## config.mk

```make
export PLATFORM = sky130hd
export DESIGN_NAME = exc_entry_seq
export DESIGN_NICKNAME = d
export VERILOG_FILES = /design/src/rtl/exc_pkg.sv /design/src/rtl/exc_ctx_regs.sv /design/src/rtl/exc_gate_check.sv /design/src/rtl/exc_seq_fsm.sv /design/src/rtl/exc_entry_seq.sv
export SDC_FILE = /design/constraint.sdc
export NUM_CORES = 1
export LEC_CHECK = 0
export BUFFER_PORTS_ARGS = -buffer_cell sky130_fd_sc_hd__buf_2
export CAP_MARGIN = 10
export CORE_UTILIZATION = 30
export CTS_BUF_LIST = sky130_fd_sc_hd__clkbuf_4
export CTS_CLUSTER_SIZE = 24
export DETAILED_ROUTE_END_ITERATION = 10
export PLACE_DENSITY_LB_ADDON = 0.25
export SYNTH_ARGS = -nofsm -noshare
export SYNTH_HDL_FRONTEND = slang
export SYNTH_HIERARCHICAL = 1
export SYNTH_SLANG_ARGS = --single-unit
```

## constraint.sdc

```tcl
create_clock -name clk -period 42.7 [get_ports clk]
set_clock_uncertainty 0.1 [all_clocks]
set_input_delay 8.54 -clock clk [delete_from_list [all_inputs] [get_ports clk]]
set_output_delay 8.54 -clock clk [all_outputs]
set_load 0.005 [all_outputs]
```

## src/rtl/exc_pkg.sv

```systemverilog
package exc_pkg;
  localparam int FL_TF = 8;
  localparam int FL_IF = 9;
  localparam int FL_NT = 14;
  localparam int FL_RF = 16;
  localparam int FL_VM = 17;
  localparam logic [31:0] EFL_CLR  = (32'd1 << FL_TF) | (32'd1 << FL_NT) |
                                     (32'd1 << FL_RF) | (32'd1 << FL_VM);
  localparam logic [31:0] EFL_IFM  = 32'd1 << FL_IF;
  localparam logic [3:0]  GATE_INT = 4'hE;
  localparam logic [3:0]  GATE_TRP = 4'hF;
  localparam logic [2:0]  SLOT_SS  = 3'd0;
  localparam logic [2:0]  SLOT_FL  = 3'd2;
  localparam logic [2:0]  SLOT_IP  = 3'd4;

  typedef enum logic [2:0] {
    ST_IDLE,
    ST_RD_LO,
    ST_RD_HI,
    ST_CHECK,
    ST_PUSH
  } seq_state_e;
endpackage

```

## src/rtl/exc_ctx_regs.sv

```systemverilog
module exc_ctx_regs #(
  parameter int AW    = 32,
  parameter int VEC_W = 8,
  parameter int LIM_W = 16,
  parameter int SEL_W = 16
) (
  input  logic             clk,
  input  logic             rst_n,
  input  logic             tbl_ld,
  input  logic [AW-1:0]    base_i,
  input  logic [LIM_W-1:0] limit_i,
  input  logic             stk_ld,
  input  logic [SEL_W-1:0] ss0_i,
  input  logic [AW-1:0]    esp0_i,
  input  logic [VEC_W-1:0] vec_i,
  output logic [SEL_W-1:0] ss0_o,
  output logic [AW-1:0]    esp0_o,
  output logic [AW-1:0]    ent_addr_o,
  output logic             in_range_o
);
  localparam int ENT_W = VEC_W + 3;
  localparam int CMP_W = (ENT_W > LIM_W) ? ENT_W : LIM_W;

  logic [AW-1:0]    base_q;
  logic [LIM_W-1:0] limit_q;
  logic [SEL_W-1:0] ss0_q;
  logic [AW-1:0]    esp0_q;
  logic [CMP_W-1:0] last_byte;
  logic [CMP_W-1:0] lim_ext;

  always_ff @(posedge clk or negedge rst_n) begin
    if (!rst_n) begin
      base_q  <= '0;
      limit_q <= '0;
    end else if (tbl_ld) begin
      base_q  <= base_i;
      limit_q <= limit_i;
    end
  end

  always_ff @(posedge clk or negedge rst_n) begin
    if (!rst_n) begin
      ss0_q  <= '0;
      esp0_q <= '0;
    end else if (stk_ld) begin
      ss0_q  <= ss0_i;
      esp0_q <= esp0_i;
    end
  end

  assign last_byte  = CMP_W'({vec_i, 3'b111});
  assign lim_ext    = CMP_W'(limit_q);
  assign in_range_o = (last_byte <= lim_ext);
  assign ent_addr_o = base_q + AW'({vec_i, 3'b000});
  assign ss0_o      = ss0_q;
  assign esp0_o     = esp0_q;
endmodule

```

## src/rtl/exc_gate_check.sv

```systemverilog
module exc_gate_check
  import exc_pkg::*;
#(
  parameter int SEL_W = 16
) (
  input  logic [31:0]      desc_hi_i,
  input  logic [1:0]       cpl_i,
  input  logic             soft_i,
  output logic             ok_o,
  output logic             trap_o,
  output logic [SEL_W-1:0] sel_o
);
  logic       present;
  logic [1:0] dpl;
  logic [3:0] gtype;
  logic       rsvd_clr;
  logic       type_ok;
  logic       priv_ok;

  assign present  = desc_hi_i[23];
  assign dpl      = desc_hi_i[22:21];
  assign gtype    = desc_hi_i[19:16];
  assign rsvd_clr = (desc_hi_i[31:24] == 8'h00) && !desc_hi_i[20];
  assign type_ok  = (gtype == GATE_INT) || (gtype == GATE_TRP);
  assign priv_ok  = !soft_i || (cpl_i <= dpl);
  assign ok_o     = present && type_ok && rsvd_clr && priv_ok;
  assign trap_o   = (gtype == GATE_TRP);
  assign sel_o    = SEL_W'(desc_hi_i[15:0]);
endmodule

```

## src/rtl/exc_seq_fsm.sv

```systemverilog
module exc_seq_fsm
  import exc_pkg::*;
#(
  parameter int AW    = 32,
  parameter int SEL_W = 16
) (
  input  logic             clk,
  input  logic             rst_n,
  input  logic             req_i,
  input  logic             in_range_i,
  input  logic [AW-1:0]    ent_addr_i,
  input  logic             trap_i,
  input  logic             soft_i,
  input  logic [SEL_W-1:0] cs_i,
  input  logic [31:0]      eip_i,
  input  logic [31:0]      nxt_i,
  input  logic [31:0]      efl_i,
  input  logic [SEL_W-1:0] ss_i,
  input  logic [AW-1:0]    esp_i,
  input  logic [SEL_W-1:0] ss0_i,
  input  logic [AW-1:0]    esp0_i,
  input  logic             gate_ok_i,
  input  logic             gate_trap_i,
  input  logic [SEL_W-1:0] gate_sel_i,
  output logic [1:0]       cpl_o,
  output logic             soft_o,
  output logic             rd_en_o,
  output logic [AW-1:0]    rd_addr_o,
  input  logic [31:0]      rd_data_i,
  output logic             wr_en_o,
  output logic [AW-1:0]    wr_addr_o,
  output logic [31:0]      wr_data_o,
  output logic             busy_o,
  output logic             done_o,
  output logic             err_o,
  output logic [SEL_W-1:0] new_cs_o,
  output logic [31:0]      new_eip_o,
  output logic [31:0]      new_efl_o,
  output logic [SEL_W-1:0] new_ss_o,
  output logic [AW-1:0]    new_esp_o
);
  localparam logic [AW-1:0] WORD_B = AW'(4);

  seq_state_e       state_q, state_nx;
  logic             cap_en, chk_en, fin_en;
  logic [AW-1:0]    desc_addr_q;
  logic             soft_q;
  logic [SEL_W-1:0] cs_q, ss_q;
  logic [31:0]      seip_q, efl_q, off_q, off_nx;
  logic [AW-1:0]    esp_q;
  logic [AW-1:0]    sp_q, sp_nx;
  logic [2:0]       idx_q, idx_nx;
  logic [SEL_W-1:0] ncs_q, nss_q, ncs_nx, nss_nx;
  logic             gtrap_q;
  logic             done_q, done_nx, err_q, err_nx;
  logic [SEL_W-1:0] new_cs_q, new_ss_q;
  logic [31:0]      new_eip_q, new_efl_q, new_efl_nx;
  logic [AW-1:0]    new_esp_q;
  logic             to_kernel;

  assign to_kernel = (cs_q[1:0] != 2'b00);
  assign new_efl_nx = efl_q & ~EFL_CLR & (gtrap_q ? 32'hFFFF_FFFF : ~EFL_IFM);

  always_comb begin
    state_nx  = state_q;
    cap_en    = 1'b0;
    chk_en    = 1'b0;
    fin_en    = 1'b0;
    off_nx    = off_q;
    sp_nx     = sp_q;
    idx_nx    = idx_q;
    ncs_nx    = ncs_q;
    nss_nx    = nss_q;
    done_nx   = 1'b0;
    err_nx    = 1'b0;
    rd_en_o   = 1'b0;
    rd_addr_o = desc_addr_q;
    wr_en_o   = 1'b0;
    wr_addr_o = sp_q - WORD_B;
    case (idx_q)
      3'd0:    wr_data_o = 32'(ss_q);
      3'd1:    wr_data_o = 32'(esp_q);
      3'd2:    wr_data_o = efl_q;
      3'd3:    wr_data_o = 32'(cs_q);
      default: wr_data_o = seip_q;
    endcase
    case (state_q)
      ST_IDLE: begin
        if (req_i) begin
          if (in_range_i) begin
            cap_en   = 1'b1;
            state_nx = ST_RD_LO;
          end else begin
            err_nx = 1'b1;
          end
        end
      end
      ST_RD_LO: begin
        rd_en_o  = 1'b1;
        state_nx = ST_RD_HI;
      end
      ST_RD_HI: begin
        rd_en_o   = 1'b1;
        rd_addr_o = desc_addr_q + WORD_B;
        off_nx    = rd_data_i;
        state_nx  = ST_CHECK;
      end
      ST_CHECK: begin
        if (!gate_ok_i) begin
          err_nx   = 1'b1;
          state_nx = ST_IDLE;
        end else begin
          chk_en   = 1'b1;
          sp_nx    = to_kernel ? esp0_i : esp_q;
          nss_nx   = to_kernel ? ss0_i : ss_q;
          idx_nx   = to_kernel ? SLOT_SS : SLOT_FL;
          ncs_nx   = {gate_sel_i[SEL_W-1:2], 2'b00};
          state_nx = ST_PUSH;
        end
      end
      ST_PUSH: begin
        wr_en_o = 1'b1;
        sp_nx   = sp_q - WORD_B;
        idx_nx  = idx_q + 3'd1;
        if (idx_q == SLOT_IP) begin
          fin_en   = 1'b1;
          done_nx  = 1'b1;
          state_nx = ST_IDLE;
        end
      end
      default: state_nx = ST_IDLE;
    endcase
  end

  always_ff @(posedge clk or negedge rst_n) begin
    if (!rst_n) begin
      state_q <= ST_IDLE;
      done_q  <= 1'b0;
      err_q   <= 1'b0;
      off_q   <= '0;
      sp_q    <= '0;
      idx_q   <= '0;
      ncs_q   <= '0;
      nss_q   <= '0;
    end else begin
      state_q <= state_nx;
      done_q  <= done_nx;
      err_q   <= err_nx;
      off_q   <= off_nx;
      sp_q    <= sp_nx;
      idx_q   <= idx_nx;
      ncs_q   <= ncs_nx;
      nss_q   <= nss_nx;
    end
  end

  always_ff @(posedge clk or negedge rst_n) begin
    if (!rst_n) begin
      desc_addr_q <= '0;
      soft_q      <= 1'b0;
      cs_q        <= '0;
      ss_q        <= '0;
      seip_q      <= '0;
      efl_q       <= '0;
      esp_q       <= '0;
    end else if (cap_en) begin
      desc_addr_q <= ent_addr_i;
      soft_q      <= soft_i;
      cs_q        <= cs_i;
      ss_q        <= ss_i;
      seip_q      <= trap_i ? nxt_i : eip_i;
      efl_q       <= efl_i;
      esp_q       <= esp_i;
    end
  end

  always_ff @(posedge clk or negedge rst_n) begin
    if (!rst_n) begin
      gtrap_q <= 1'b0;
    end else if (chk_en) begin
      gtrap_q <= gate_trap_i;
    end
  end

  always_ff @(posedge clk or negedge rst_n) begin
    if (!rst_n) begin
      new_cs_q  <= '0;
      new_ss_q  <= '0;
      new_eip_q <= '0;
      new_efl_q <= '0;
      new_esp_q <= '0;
    end else if (fin_en) begin
      new_cs_q  <= ncs_q;
      new_ss_q  <= nss_q;
      new_eip_q <= off_q;
      new_efl_q <= new_efl_nx;
      new_esp_q <= sp_nx;
    end
  end

  assign cpl_o     = cs_q[1:0];
  assign soft_o    = soft_q;
  assign busy_o    = (state_q != ST_IDLE);
  assign done_o    = done_q;
  assign err_o     = err_q;
  assign new_cs_o  = new_cs_q;
  assign new_ss_o  = new_ss_q;
  assign new_eip_o = new_eip_q;
  assign new_efl_o = new_efl_q;
  assign new_esp_o = new_esp_q;

  AST_RD_SECOND_WORD: assert property (@(posedge clk) disable iff (!rst_n)
    (state_q == ST_RD_HI) |-> (rd_addr_o == $past(rd_addr_o) + WORD_B));
  AST_ERR_EXCLUSIVE: assert property (@(posedge clk) disable iff (!rst_n)
    !(err_q && done_q));
  AST_PUSH_STEP: assert property (@(posedge clk) disable iff (!rst_n)
    (wr_en_o && $past(wr_en_o)) |-> (wr_addr_o == $past(wr_addr_o) - WORD_B));
  AST_FLAGS_CLEARED: assert property (@(posedge clk) disable iff (!rst_n)
    done_q |-> ((new_efl_q & EFL_CLR) == 32'd0));
  AST_CS_RING0: assert property (@(posedge clk) disable iff (!rst_n)
    done_q |-> (new_cs_q[1:0] == 2'b00));
  AST_REQ_IGNORED: assert property (@(posedge clk) disable iff (!rst_n)
    (busy_o && $past(busy_o)) |-> ($stable(seip_q) && $stable(cs_q)));
endmodule

```

## src/rtl/exc_entry_seq.sv

```systemverilog
module exc_entry_seq #(
  parameter int AW    = 32,
  parameter int VEC_W = 8,
  parameter int LIM_W = 16,
  parameter int SEL_W = 16
) (
  input  logic             clk,
  input  logic             rst_n,
  input  logic             tbl_ld,
  input  logic [AW-1:0]    tbl_base_i,
  input  logic [LIM_W-1:0] tbl_limit_i,
  input  logic             stk_ld,
  input  logic [SEL_W-1:0] stk_ss0_i,
  input  logic [AW-1:0]    stk_esp0_i,
  input  logic             req_i,
  input  logic [VEC_W-1:0] req_vec_i,
  input  logic             req_trap_i,
  input  logic             req_soft_i,
  input  logic [SEL_W-1:0] cur_cs_i,
  input  logic [31:0]      cur_eip_i,
  input  logic [31:0]      nxt_eip_i,
  input  logic [31:0]      cur_eflags_i,
  input  logic [SEL_W-1:0] cur_ss_i,
  input  logic [AW-1:0]    cur_esp_i,
  output logic             rd_en_o,
  output logic [AW-1:0]    rd_addr_o,
  input  logic [31:0]      rd_data_i,
  output logic             wr_en_o,
  output logic [AW-1:0]    wr_addr_o,
  output logic [31:0]      wr_data_o,
  output logic             busy_o,
  output logic             done_o,
  output logic             err_o,
  output logic [SEL_W-1:0] new_cs_o,
  output logic [31:0]      new_eip_o,
  output logic [31:0]      new_eflags_o,
  output logic [SEL_W-1:0] new_ss_o,
  output logic [AW-1:0]    new_esp_o
);
  logic [1:0]       rs_q;
  logic             rst_ns;
  logic [SEL_W-1:0] ss0_w;
  logic [AW-1:0]    esp0_w;
  logic [AW-1:0]    ent_addr_w;
  logic             in_range_w;
  logic [1:0]       cpl_w;
  logic             soft_w;
  logic             gate_ok_w;
  logic             gate_trap_w;
  logic [SEL_W-1:0] gate_sel_w;

  always_ff @(posedge clk or negedge rst_n) begin
    if (!rst_n) rs_q <= 2'b00;
    else        rs_q <= {rs_q[0], 1'b1};
  end
  assign rst_ns = rs_q[1];

  exc_ctx_regs #(.AW(AW), .VEC_W(VEC_W), .LIM_W(LIM_W), .SEL_W(SEL_W)) ctx_i (
    .clk        (clk),
    .rst_n      (rst_ns),
    .tbl_ld     (tbl_ld),
    .base_i     (tbl_base_i),
    .limit_i    (tbl_limit_i),
    .stk_ld     (stk_ld),
    .ss0_i      (stk_ss0_i),
    .esp0_i     (stk_esp0_i),
    .vec_i      (req_vec_i),
    .ss0_o      (ss0_w),
    .esp0_o     (esp0_w),
    .ent_addr_o (ent_addr_w),
    .in_range_o (in_range_w)
  );

  exc_gate_check #(.SEL_W(SEL_W)) gate_i (
    .desc_hi_i (rd_data_i),
    .cpl_i     (cpl_w),
    .soft_i    (soft_w),
    .ok_o      (gate_ok_w),
    .trap_o    (gate_trap_w),
    .sel_o     (gate_sel_w)
  );

  exc_seq_fsm #(.AW(AW), .SEL_W(SEL_W)) fsm_i (
    .clk         (clk),
    .rst_n       (rst_ns),
    .req_i       (req_i),
    .in_range_i  (in_range_w),
    .ent_addr_i  (ent_addr_w),
    .trap_i      (req_trap_i),
    .soft_i      (req_soft_i),
    .cs_i        (cur_cs_i),
    .eip_i       (cur_eip_i),
    .nxt_i       (nxt_eip_i),
    .efl_i       (cur_eflags_i),
    .ss_i        (cur_ss_i),
    .esp_i       (cur_esp_i),
    .ss0_i       (ss0_w),
    .esp0_i      (esp0_w),
    .gate_ok_i   (gate_ok_w),
    .gate_trap_i (gate_trap_w),
    .gate_sel_i  (gate_sel_w),
    .cpl_o       (cpl_w),
    .soft_o      (soft_w),
    .rd_en_o     (rd_en_o),
    .rd_addr_o   (rd_addr_o),
    .rd_data_i   (rd_data_i),
    .wr_en_o     (wr_en_o),
    .wr_addr_o   (wr_addr_o),
    .wr_data_o   (wr_data_o),
    .busy_o      (busy_o),
    .done_o      (done_o),
    .err_o       (err_o),
    .new_cs_o    (new_cs_o),
    .new_eip_o   (new_eip_o),
    .new_efl_o   (new_eflags_o),
    .new_ss_o    (new_ss_o),
    .new_esp_o   (new_esp_o)
  );
endmodule

```

==> out/results.ini, run 1 <==
[critical_path]
end_kind = primary output
worstPathMaxFanout = 32
worstPathCellList = inv_1 > ha_1 > nor2b_2 > buf_4 > or4_1 > nor2_1 > a31oi_1 > buf_2
required_ns = 34.06
cp_slowest_cell = or4_1
critPathKind = reg2out
cp_data_arrival_time_ns = 3.78
max_stage_delay_ns = 1.02
startpoint_type = flop

[floorplanning]
initial_core_util = 0.305
design.portCount = 532
dieHeight_um = 275
rows = 99
dieArea_um2 = 75400
fp.dieW_um = 275
fp.coreArea_um2 = 73200

[cells_and_area]
fin_area_um2 = 27600
mostFrequentLayoutCells = buf_2, dfrtp_1, nand2_1
mostFrequentLayoutCell = buf_2
regArea_um2 = 12100
area_growth_syn_to_layout_pct = 23.6
multi_input_area_um2 = 9350
drive_above_1_share = 0.413
final_nets = 2871
nFillCells = 7405

[cts]
post_cts_buffers = 0
cts_tree = built
cts-resized-gates = 0
worstSkewPairLatency_ns = 0.96
cts_buffer_depth = 3
tritoncts.num_buffers = 144
htreeDepth = 4
cts_root_buf = clkbuf_4
path_clk_slew_ns = 0.06
clkSinkCount = 484
hold_buffers = 0

[pwr]
power.share.combinational = 0.288
p_sw_frac = 0.356
p_clk_frac = 0.281
finalPower_mw = 1.63
powerDensity_nw_per_um2 = 59.1
p_int_mw = 1.05
ir_drop_v = 0.0000241
power.leakage_nw = 13.6
switchingPower_mw = 0.580
p_seq_frac = 0.431

[drt]
wl_per_cell_um = 20.9
antenna_left = 0
vias = 17458
vias_per_cell = 4.83
wl_um = 75300
drtPass1Iterations = 9
drtIter0Drc = 1114
drc_errors = 40

[place]
placed_area_um2 = 25700
io_buffer_count = 525
dp_hpwl_um = 54000
dp_worst_setup_slack_ns = 30.98
place.gp.congestion = 0.870

[timing]
max_slew.worst_pin.slew_ns = 1.20
finalHoldViolCount = 0
rsz0062_at_grt = false
finalSetupTns_ns = 0
slew_viol_final = 0
min_period_ns = 12.42
setup_ws_ns = 30.28
finalCritPeriodShare = 0.291
maxSlewHeadroom = 0.201
setup_viol = 0
fmax_ghz = 0.0805

[global_routing]
grt_pass1_vias = 17810
grt_start_max_net_pins = 195
grt_pass1_wl_um = 112000
antenna_found_initial = 18
grt_overflow = 0
grt_usage = 0.199

[status]
outcome = finished with violations
violations = DRC

[job]
cap_viol_max_count = 0

[synth]
syn_inst = 1991
yosys_warnings = 6
syn_area_um2 = 22300
syn_avg_cell_area_um2 = 11.2

[min_path]
min_path_type = reg2reg

==> metal layers <==
metal | share of wire | wire length, µm | GRT usage | vias up
met5 | 0.0011 | 85 | 0 | -
met4 | 0.032 | 2440 | 0.0882 | 14
met3 | 0.060 | 4560 | 0.0523 | 139
met2 | 0.47 | 35500 | 0.308 | 556
met1 | 0.43 | 32800 | 0.260 | 8666
li1 | - | - | - | 8083
==> path summary, 6_finish.rpt <==
path                                               from                               to  slack, ns  cells past startpoint
setup / recovery             fsm_i/idx_q[0]$_DFFE_PN0P_                     wr_data_o[9]      30.28                      8
hold / removal                        rs_q[0]$_DFF_PN0_                rs_q[1]$_DFF_PN0_       0.27                      0
setup reg to reg           fsm_i/state_q[0]$_DFFE_PN0P_  fsm_i/new_esp_o[28]$_DFFE_PN0P_      38.14                      7
hold reg to reg                       rs_q[0]$_DFF_PN0_                rs_q[1]$_DFF_PN0_       0.27                      0
max in group asynchronous                         rst_n                rs_q[1]$_DFF_PN0_      35.10                      1
min in group asynchronous             rs_q[1]$_DFF_PN0_      fsm_i/efl_q[30]$_DFFE_PN0P_       0.40                      0
==> area by class of cell <==
cell class / count / share of cell area
Sequential cell: 484 / 0.440
Clock buffer: 205 / 0.0558
Antenna cell: 10 / 0.000908
Multi-Input combinational cell: 1315 / 0.339
Clock inverter: 42 / 0.0113
Timing Repair Buffer: 547 / 0.103
Tap cell: 959 / 0.0435
Inverter: 50 / 0.00690
==> through the flow <==
stage,std cells,hold WS [ns],utilization
finish,3612,0.273,0.376
global route,3609,0.275,0.376
detailed placement,3355,0.249,0.351
CTS,3602,0.263,0.376
global placement,3355,0.237,0.351
floorplan,1996,0.231,-
==> sequential cells by signal (all words and copies together), names as in the netlist, 28 cells and up <==
name               count
ctx_i/base_q          32
fsm_i/desc_addr_q     32
fsm_i/seip_q          32
fsm_i/off_q           32
ctx_i/esp0_o          32
fsm_i/new_esp_o       32
fsm_i/new_efl_o       28
fsm_i/efl_q           32
fsm_i/sp_q            32
fsm_i/esp_q           32
fsm_i/new_eip_o       32
==> critical path, delay by kind of cell (launching register included) <==
| kind | cells | cell delay (ns) |
|---|---|---|
| AND/OR/NAND/NOR | 3 | 1.49 |
| flip-flops | 1 | 0.44 |
| AO/OA/AOI/OAI | 1 | 0.09 |
| buffers and inverters | 3 | 0.53 |
| adder cells (fa/ha/maj) | 1 | 0.26 |
==> power by group through the flow <==
stage                     clock, mW  sequential [mW]  combinational [mW]
after detailed placement          0            0.711               0.472
after floorplan                   0            0.652               0.306
after global routing          0.505            0.720               0.513
final                         0.457            0.702               0.469
after CTS                     0.479            0.703               0.475
after global placement            0            0.705               0.463
No activity file was read; power rests on OpenSTA's default activity.
==> inputs of run 2 (changes only) <==
==> constraint.sdc (replaced) <==
create_clock -name clk -period 12.12 [get_ports clk]
set_clock_uncertainty 0.1 [all_clocks]
set_input_delay 2.424 -clock clk [delete_from_list [all_inputs] [get_ports clk]]
set_output_delay 2.424 -clock clk [all_outputs]
set_load 0.005 [all_outputs]
==> run 2 against run 1 <==
Against the previous run: the run still ends with DRC left; final cell count increased by 0.25%; clock power grew to 3.4 times the previous value; die area unchanged; total power grew to 3.5 times the previous value.
==> out/results.ini, run 2 (same netlist as run 1, synthesis figures left out) <==
[global_routing]
grt_pass1_wl_um = 111000
grt_pass1_vias = 17764
grt_start_max_net_pins = 175
antenna_found_initial = 23
grt_usage = 0.199
grt_overflow = 0

[cts]
hold_buffers = 0
cts_tree = built
htreeDepth = 4
worstSkewPairLatency_ns = 0.98
tritoncts.num_buffers = 141
post_cts_buffers = 0
clkSinkCount = 484
cts-resized-gates = 0
path_clk_slew_ns = 0.07
cts_root_buf = clkbuf_4
cts_buffer_depth = 3

[min_path]
min_path_type = reg2reg
worstHoldStart = rs_q[0]$_DFF_PN0_
min_to = rs_q[1]$_DFF_PN0_
hold_depth = 0

[cells_and_area]
final_nets = 2870
multi_input_area_um2 = 9350
regArea_um2 = 12100
mostFrequentLayoutCells = buf_2, dfrtp_1, nand2_1
mostFrequentLayoutCell = buf_2
drive_above_1_share = 0.410
final_util = 0.376
area_growth_syn_to_layout_pct = 23.4
nFillCells = 7463

[floorplanning]
fp.dieW_um = 275
rows = 99
dieArea_um2 = 75400
design.portCount = 532
initial_core_util = 0.305
fp.coreArea_um2 = 73200
dieHeight_um = 275

[critical_path]
max_stage_delay_ns = 1.03
worstPathCellList = inv_1 > ha_1 > buf_4 > or4_1 > nor2_1 > a31oi_1 > buf_2
required_ns = 9.60
cp_data_arrival_time_ns = 3.72
reg2reg_depth = 7
r2r_end = fsm_i/new_esp_o[28]$_DFFE_PN0P_
critPathKind = reg2out
r2r_slack_ns = 7.36
path_buf_inv = 3
startpoint_type = flop
r2r-start = fsm_i/state_q[2]$_DFFE_PN0P_
cp_slowest_cell = or4_1
cp_num_cells = 7
worstPathMaxFanout = 32
critical-path-top-delay-family = simple AND/OR/NAND/NOR gates
end_kind = primary output

[job]
cap_viol_max_count = 0

[timing]
maxSlewHeadroom = 0.286
setup_ws_ns = 5.88
slew_viol_final = 0
hold_slack_ns = 0.251
max_slew.worst_pin.slew_ns = 1.07
finalHoldViolCount = 0
fmax_ghz = 0.160
finalSetupTns_ns = 0
finalCritPeriodShare = 0.515
min_period_ns = 6.24
rsz0062_at_grt = false
setup_viol = 0

[drt]
antenna_left = 0
drtIter0Drc = 1058
drtPass1Iterations = 8
wl_per_cell_um = 20.8
drc_errors = 38
vias_per_cell = 4.81
vias = 17434
wl_um = 75400

[pwr]
ir_drop_v = 0.000107
powerDensity_nw_per_um2 = 207
power.leakage_nw = 13.5

[status]
violations = DRC
outcome = finished with violations

[place]
dp_hpwl_um = 55100
io_buffer_count = 525
dp_worst_setup_slack_ns = 5.75
place.gp.congestion = 0.873

[run 2: changes by cell type in the layout (fill, tap and decap cells not counted), sizes merged]
cell / previous run / this run
bufinv: 4 / 3
clkbuf: 205 / 196
buf: 547 / 549
clkinv: 29 / 38
clkinvlp: 4 / 5
inv: 55 / 54
diode: 10 / 18
[run 2: through the flow]
stage          cell area (µm²)  power, mW  cells
3_3_place_gp             25700       4.11   3357
4_1_cts                  27500       5.77   3603
6_report                 27500       5.68   3621
5_1_grt                  27500       6.05   3620
2_1_floorplan            22300       3.37   1996
3_5_place_dp             25700       4.16   3357
[run 2: cell type report]
type                    count  area share
inverters                  50     0.00691
clock buffers             196      0.0535
clock inverters            50      0.0118
multi-input cells        1315       0.340
well taps                 959      0.0436
diodes                     18     0.00164
repair buffers            549       0.102
flip-flops and latches    484       0.440
[run 2: how the worst max path moves through the flow]
stage	start	endpoint
after floorplan	rs_q[1]$_DFF_PN0_	ctx_i/base_q[0]$_DFFE_PN0P_
after global placement	req_vec_i[2]	fsm_i/cs_q[8]$_DFFE_PN0P_
after detailed placement	req_vec_i[2]	fsm_i/cs_q[6]$_DFFE_PN0P_
after CTS	fsm_i/idx_q[2]$_DFFE_PN0P_	wr_data_o[7]
after global routing	fsm_i/idx_q[0]$_DFFE_PN0P_	wr_data_o[7]
final	fsm_i/idx_q[2]$_DFFE_PN0P_	wr_data_o[7]
[run 2: routing by layer]
layer | vias up | track usage | share of wire
li1 | 8070 | - | -
met3 | 134 | 0.0566 | 0.062
met2 | 575 | 0.313 | 0.47
met5 | - | 0 | 0.0013
met4 | 16 | 0.0787 | 0.027
met1 | 8639 | 0.257 | 0.44
[run 2: power by group]
part / total, mW / internal, mW / leakage [nW] / switching [mW]
Combinational: 1.66 / 0.801 / 6.50 / 0.855
Sequential: 2.46 / 2.02 / 6.00 / 0.439
Clock: 1.57 / 0.818 / 1.04 / 0.748
